**config.mk**
```make
export PLATFORM = sky130hd
export DESIGN_NAME = fdc_regcore
export DESIGN_NICKNAME = d
export VERILOG_FILES = /design/src/rtl/fdc_pkg.sv /design/src/rtl/fdc_prescaler.sv /design/src/rtl/fdc_dcount.sv /design/src/rtl/fdc_regcore.sv
export SDC_FILE = /design/constraint.sdc
export NUM_CORES = 1
export LEC_CHECK = 0
export CAP_MARGIN = 10
export CORE_ASPECT_RATIO = 1.25
export CORE_UTILIZATION = 40
export DETAILED_ROUTE_END_ITERATION = 10
export PLACE_DENSITY_LB_ADDON = 0.05
export SLEW_MARGIN = 20
export SYNTH_ARGS = -nofsm -noshare
export SYNTH_HDL_FRONTEND = slang
export SYNTH_SLANG_ARGS = --single-unit
```
**constraint.sdc**
```tcl
create_clock -name clk -period 1.89 [get_ports clk]
set_input_delay 0.189 -clock clk [delete_from_list [all_inputs] [get_ports clk]]
set_output_delay 0.189 -clock clk [all_outputs]
set_load 0.02 [all_outputs]
```
**src/rtl/fdc_pkg.sv**
```systemverilog
package fdc_pkg;
    localparam int REG_W = 8;

    typedef enum logic [3:0] {
        IX_DATA   = 4'd0,
        IX_TIMER  = 4'd1,
        IX_ERROR  = 4'd2,
        IX_MODE   = 4'd3,
        IX_SELECT = 4'd4,
        IX_SETUP  = 4'd5,
        IX_CMDCLR = 4'd6,
        IX_CMDSET = 4'd7,
        IX_FLAGS  = 4'd8,
        IX_SEEK   = 4'd9,
        IX_CTRK   = 4'd10,
        IX_CSEC   = 4'd11,
        IX_GAP    = 4'd12,
        IX_SECTOR = 4'd13,
        IX_COUNT  = 4'd14,
        IX_ENABLE = 4'd15
    } reg_ix_e;

    localparam int CMD_SEEK_RUN = 7;
    localparam int CMD_IRQ_EN   = 0;

    typedef struct packed {
        logic [REG_W-1:0] data;
        logic [REG_W-1:0] error;
        logic [REG_W-1:0] mode;
        logic [REG_W-1:0] sel;
        logic [REG_W-1:0] setup;
        logic [REG_W-1:0] cmd;
        logic [REG_W-1:0] flags;
        logic [REG_W-1:0] ctrk;
        logic [REG_W-1:0] csec;
        logic [REG_W-1:0] gap;
        logic [REG_W-1:0] sector;
        logic [REG_W-1:0] count;
        logic [REG_W-1:0] enable;
    } bank_t;
endpackage

```
**src/rtl/fdc_prescaler.sv**
```systemverilog
module fdc_prescaler #(
    parameter int DIV = 125
) (
    input  logic clk,
    input  logic rst_n,
    output logic tick
);
    localparam int CW = (DIV > 1) ? $clog2(DIV) : 1;
    localparam logic [CW-1:0] LAST = CW'(DIV - 1);

    logic [CW-1:0] cnt_d, cnt_q;

    always_comb begin
        cnt_d = (cnt_q == LAST) ? '0 : cnt_q + 1'b1;
    end

    always_ff @(posedge clk or negedge rst_n) begin
        if (!rst_n) cnt_q <= '0;
        else        cnt_q <= cnt_d;
    end

    assign tick = (cnt_q == LAST);
endmodule

```
**src/rtl/fdc_dcount.sv**
```systemverilog
module fdc_dcount #(
    parameter int W = 8
) (
    input  logic         clk,
    input  logic         rst_n,
    input  logic         load,
    input  logic [W-1:0] load_val,
    input  logic         dec,
    output logic [W-1:0] cnt,
    output logic         hit_zero
);
    localparam logic [W-1:0] ONE = W'(1);

    logic [W-1:0] cnt_d, cnt_q;

    always_comb begin
        cnt_d = cnt_q;
        if (load)
            cnt_d = load_val;
        else if (dec && cnt_q != '0)
            cnt_d = cnt_q - 1'b1;
    end

    always_ff @(posedge clk or negedge rst_n) begin
        if (!rst_n) cnt_q <= '0;
        else        cnt_q <= cnt_d;
    end

    assign cnt      = cnt_q;
    assign hit_zero = dec && !load && (cnt_q == ONE);
endmodule

```
**src/rtl/fdc_regcore.sv**
```systemverilog
module fdc_regcore
    import fdc_pkg::*;
#(
    parameter int ADDR_W   = 8,
    parameter int TICK_DIV = 125
) (
    input  logic              clk,
    input  logic              rst_n,
    input  logic              bus_sel,
    input  logic              bus_wr,
    input  logic [ADDR_W-1:0] bus_addr,
    input  logic [7:0]        bus_wdata,
    output logic [7:0]        bus_rdata,
    input  logic              step_pulse,
    input  logic              ev_sector_seen,
    input  logic              ev_xfer_done,
    input  logic              ev_data_changed,
    input  logic [7:0]        err_in,
    input  logic              pos_valid,
    input  logic [7:0]        pos_track,
    input  logic [7:0]        pos_sector,
    input  logic              fifo_one,
    input  logic              fifo_two,
    input  logic              drv_sense,
    input  logic              rd_level,
    input  logic              mark_seen,
    output logic              irq_o
);
    localparam int IX_LSB = ADDR_W - 4;

    bank_t st_d, st_q;

    logic       wr_en, rd_en;
    reg_ix_e    ix;
    logic       tick;
    logic [7:0] tmr_cnt, seek_cnt;
    logic       tmr_zero, seek_zero;
    logic [5:0] events;
    logic       pending;
    logic       unused_addr_bits;

    assign ix               = reg_ix_e'(bus_addr[ADDR_W-1:IX_LSB]);
    assign unused_addr_bits = ^bus_addr[IX_LSB-1:0];
    assign wr_en            = bus_sel && bus_wr;
    assign rd_en            = bus_sel && !bus_wr;

    fdc_prescaler #(.DIV(TICK_DIV)) u_presc (
        .clk  (clk),
        .rst_n(rst_n),
        .tick (tick)
    );

    fdc_dcount #(.W(REG_W)) u_timer (
        .clk     (clk),
        .rst_n   (rst_n),
        .load    (wr_en && ix == IX_TIMER),
        .load_val(bus_wdata),
        .dec     (tick),
        .cnt     (tmr_cnt),
        .hit_zero(tmr_zero)
    );

    fdc_dcount #(.W(REG_W)) u_seek (
        .clk     (clk),
        .rst_n   (rst_n),
        .load    (wr_en && ix == IX_SEEK),
        .load_val(bus_wdata),
        .dec     (step_pulse && st_q.cmd[CMD_SEEK_RUN]),
        .cnt     (seek_cnt),
        .hit_zero(seek_zero)
    );

    assign events  = {(err_in != 8'h00), ev_data_changed, ev_xfer_done,
                      ev_sector_seen, seek_zero, tmr_zero};
    assign pending = |(st_q.flags & st_q.enable);

    always_comb begin
        st_d = st_q;
        if (wr_en) begin
            case (ix)
                IX_DATA:   st_d.data   = bus_wdata;
                IX_MODE:   st_d.mode   = bus_wdata;
                IX_SELECT: st_d.sel    = bus_wdata;
                IX_SETUP:  st_d.setup  = bus_wdata;
                IX_CMDCLR: st_d.cmd    = st_q.cmd & ~bus_wdata;
                IX_CMDSET: st_d.cmd    = st_q.cmd | bus_wdata;
                IX_CTRK:   st_d.ctrk   = bus_wdata;
                IX_CSEC:   st_d.csec   = bus_wdata;
                IX_GAP:    st_d.gap    = bus_wdata;
                IX_SECTOR: st_d.sector = bus_wdata;
                IX_COUNT:  st_d.count  = bus_wdata;
                IX_ENABLE: st_d.enable = bus_wdata;
                default:   ;
            endcase
        end
        if (pos_valid) begin
            st_d.ctrk = pos_track;
            st_d.csec = pos_sector;
        end
        st_d.error = ((rd_en && ix == IX_ERROR) ? 8'h00 : st_q.error) | err_in;
        st_d.flags = ((rd_en && ix == IX_FLAGS) ? 8'h00 : st_q.flags) | {2'b00, events};
    end

    always_ff @(posedge clk or negedge rst_n) begin
        if (!rst_n) st_q <= '0;
        else        st_q <= st_d;
    end

    always_comb begin
        case (ix)
            IX_DATA:   bus_rdata = st_q.data;
            IX_TIMER:  bus_rdata = tmr_cnt;
            IX_ERROR:  bus_rdata = st_q.error;
            IX_MODE:   bus_rdata = st_q.mode;
            IX_SELECT: bus_rdata = st_q.sel;
            IX_SETUP:  bus_rdata = st_q.setup;
            IX_CMDCLR: bus_rdata = st_q.cmd;
            IX_CMDSET: bus_rdata = {fifo_one, fifo_two, (st_q.error != 8'h00), 1'b0,
                                    drv_sense, rd_level, pending, mark_seen};
            IX_FLAGS:  bus_rdata = st_q.flags;
            IX_SEEK:   bus_rdata = seek_cnt;
            IX_CTRK:   bus_rdata = st_q.ctrk;
            IX_CSEC:   bus_rdata = st_q.csec;
            IX_GAP:    bus_rdata = st_q.gap;
            IX_SECTOR: bus_rdata = st_q.sector;
            IX_COUNT:  bus_rdata = st_q.count;
            default:   bus_rdata = st_q.enable;
        endcase
    end

    assign irq_o = st_q.cmd[CMD_IRQ_EN] && pending;
endmodule

```
==> flow_summary.ini <==
[setup_path]
crit_type = reg2out
crit_buf_inv = 1
rrSetupSlack_ns = -0.02
worstPathMaxFanout = 2
worst_path_max_delay_cell = dfrtp_1
endpoint_kind = output port
r2r_cells = 6
reg2reg_to = u_seek.cnt[7]
critPathTopFamily = compound AO/OA/AOI/OAI gates
timing.rr.start = u_seek.cnt[2]
required_ns = 1.70
cp_cell_sequence = mux2_4 > a31oi_4 > a31oi_2 > a21o_1 > o32a_1 > buf_6
start_kind = register
critPathMaxStageDelay_ns = 0.38
crit_arrival_ns = 1.96

[floorplanning]
coreArea_um2 = 16200
die_h_um = 146
ios = 63
initial_core_util = 0.411
dieArea_um2 = 17200
die-width_um = 117
rows = 52

[drt]
route.vias.total = 5723
wl_per_cell_um = 21.7
ant_nets = 0
routed_wirelength_um = 22500
drc = 0
via_per_inst = 5.52
drt_pass1_iterations = 5
drtIter0Drc = 366

[synthesis]
ys_seq_area_frac = 0.470
synth_xor_area_frac = 0.0197
synthSimpleGateAreaFrac = 0.157
synth.ff_latch_count = 125
avgSynthCellArea_um2 = 10.6
syn_area_um2 = 6660
synthAdderAreaFrac = 0.0150
ys.flop_type = dfrtp_1
synth_top_family_by_area = multiplexers
synth-compound-area-share = 0.133
synth.area.mux_share = 0.173
synth_edf_count = 0
ys_warn_count = 0
yosysUniqueCellTypes = 61
syn_nets = 690
async_flop_share = 1.00
synth_cells = 628

[place]
gp_congestion = 0.924
place_hpwl_um = 17000
port_buffers = 58

[sta]
timing.fmax_mhz = 465
max_slew_margin = 0.567
finalHoldViolations = 0
max_slew.worst_pin.slew_ns = 0.648
setup_viol = 9
whs_ns = 0.175
slew_violations = 0
rsz0062_at_grt = true
layout_setup_ws_ns = -0.260
period_needed_ns = 2.15
finalCritPeriodShare = 1.14
clock_skew_ns = 0.00575

[global_route]
grt.total_usage = 0.276
grt_pass1_wl_um = 35400
grt_max_degree = 41
grt_overflow = 0
antenna_found_initial = 0
grt_pass1_vias = 6033

[power_and_ir_drop]
powerDensity_nw_per_um2 = 932
leakage_nw = 3.99
ir_drop_mv = 0.610
p_total_mw = 8.73

[clock_network]
cts_sinks = 125
cts_tree = yes
cts_buffers = 17
cts.path.max_buffers = 2
cts_max_level = 4
insertion_delay_ns = 0.42
clk_pin_slew_ns = 0.06
root_buffer = clkbuf_16

[layout]
drive_gt1_frac = 0.395
area_delta_synth_final_pct = 40.8
nNetsFinal = 870
final_common_cell = buf_4
final_cell_mix = 128 x buf_4, 122 x dfrtp_1, 78 x mux2_2, 60 x nand2_1, 44 x clkdlybuf4s50_1
antenna_cells = 0

[worst_hold_path]
hold_path_class = in2async

[status]
status = complete, but fails checks
violations = negative setup slack

[job]
max_cap_viol_count = 0
==> area by class of cell <==
cell class	count	area, um^2
Clock inverter	11	118
Timing Repair Buffer	201	1770
Fill cell	1397	6830
Multi-Input combinational cell	457	3590
Sequential cell	125	3130
Tap cell	216	270
Clock buffer	21	460
Inverter	6	22.5
==> registers in the layout, indices dropped and copies added (netlist names), named ones only <==
register       cells
u_seek.cnt         8
st_q              94
u_presc.cnt_q      7
u_timer.cnt        8
==> Yosys cell counts (2+ instances only) <==
cell,n,area [um^2]
nand3_2,3,30.0
a31oi_1,12,75.1
nand2_1,60,225
inv_1,6,22.5
a21o_1,12,90.1
nor3_4,2,32.5
o21ai_0,33,165
and3_1,6,37.5
buf_4,5,37.5
nor3b_1,3,22.5
nor3_1,5,25.0
buf_2,15,75.1
mux2_2,82,923
a221oi_1,5,43.8
o21ai_1,2,10.0
nand3b_1,2,15.0
nor4b_1,2,17.5
xor2_1,9,78.8
nand4_1,6,37.5
nor3_2,2,20.0
nor2b_1,11,68.8
nor2_1,32,120
a22o_1,6,52.6
nor2_2,4,25.0
xnor2_1,6,52.6
nand3_1,33,165
dfrtp_1,125,3130
o211ai_1,3,22.5
mux2i_1,23,230
o31ai_1,2,15.0
nor4_1,6,37.5
a22oi_1,15,113
a21oi_1,16,80.1
nor2_4,3,33.8
nand2b_1,4,25.0
clkbuf_1,18,67.6
o22ai_1,3,18.8
ha_1,8,100
a311oi_1,3,26.3
and2_1,4,25.0
nand4b_1,2,17.5
or4_1,3,22.5
a32oi_1,5,43.8
o32a_1,4,40.0
==> worst reg2reg max path: stages, from the launching register on <==
cell and delay (ns):
dfrtp_1 0.39, buf_6 0.14, or4_4 0.53, or3_4 0.41, nor3_4 0.15, a21oi_2 0.05
o21ai_1 0.16
==> how the worst max path moves through the flow <==
stage / start / to / cells past startpoint
after detailed placement: bus_addr[4] / bus_rdata[6] / 9
after global routing: st_q[40] / bus_rdata[0] / 6
after CTS: st_q[40] / bus_rdata[0] / 6
final: st_q[40] / bus_rdata[0] / 6
after global placement: bus_addr[4] / bus_rdata[6] / 9
after floorplan: bus_addr[6] / bus_rdata[1] / 7
==> layer usage <==
layer	share of wire	up-vias	track usage	wire length (um)
met2	0.50	145	0.460	11200
met1	0.44	2865	0.356	9780
met3	0.042	35	0.0445	944
met4	0.026	0	0.116	575
met5	0	-	0	0
li1	-	2678	-	-
==> cells by family after synthesis <==
group / Yosys count
adders and majority gates: 8
xor gates and xnor gates: 15
buffers and inverters: 46
DFF: 125
and+or+nand+nor: 198
muxes: 105
AOI/OAI and AO/OA: 131
==> metrics by stage <==
stage                     instances  setup TNS [ns]  cell area (um^2)   util  worst slack (ns)
after floorplan                 628               0              6660      -             0.147
after global placement         1002          -41.77              8460  0.522            -0.997
after detailed placement       1002          -45.27              8460  0.522            -0.981
after CTS                      1035           -1.42              9200  0.568            -0.280
after global routing           1037           -1.94              9370  0.578            -0.323
final                          1037           -1.23              9370  0.578            -0.260
==> what timing repair did <==
| action | CTS | global route |
|---|---|---|
| endpoints found under the setup margin | 22 | 24 |
| hold buffers | 1 | 0 |
| pin swaps | 16 | 13 |
| hold endpoints to repair | 125 | 0 |
| buffers inserted | 3 | 4 |
| gates resized for setup | 95 | 32 |
==> power by group <==
part | internal [mW] | leakage, nW | switching [mW]
Sequential | 3.13 | 1.52 | 0.424
Combinational | 1.04 | 2.19 | 0.929
Clock | 2.00 | 0.283 | 1.21
Total | 6.17 | 3.99 | 2.57
No activity file was read; power rests on OpenSTA's default activity.
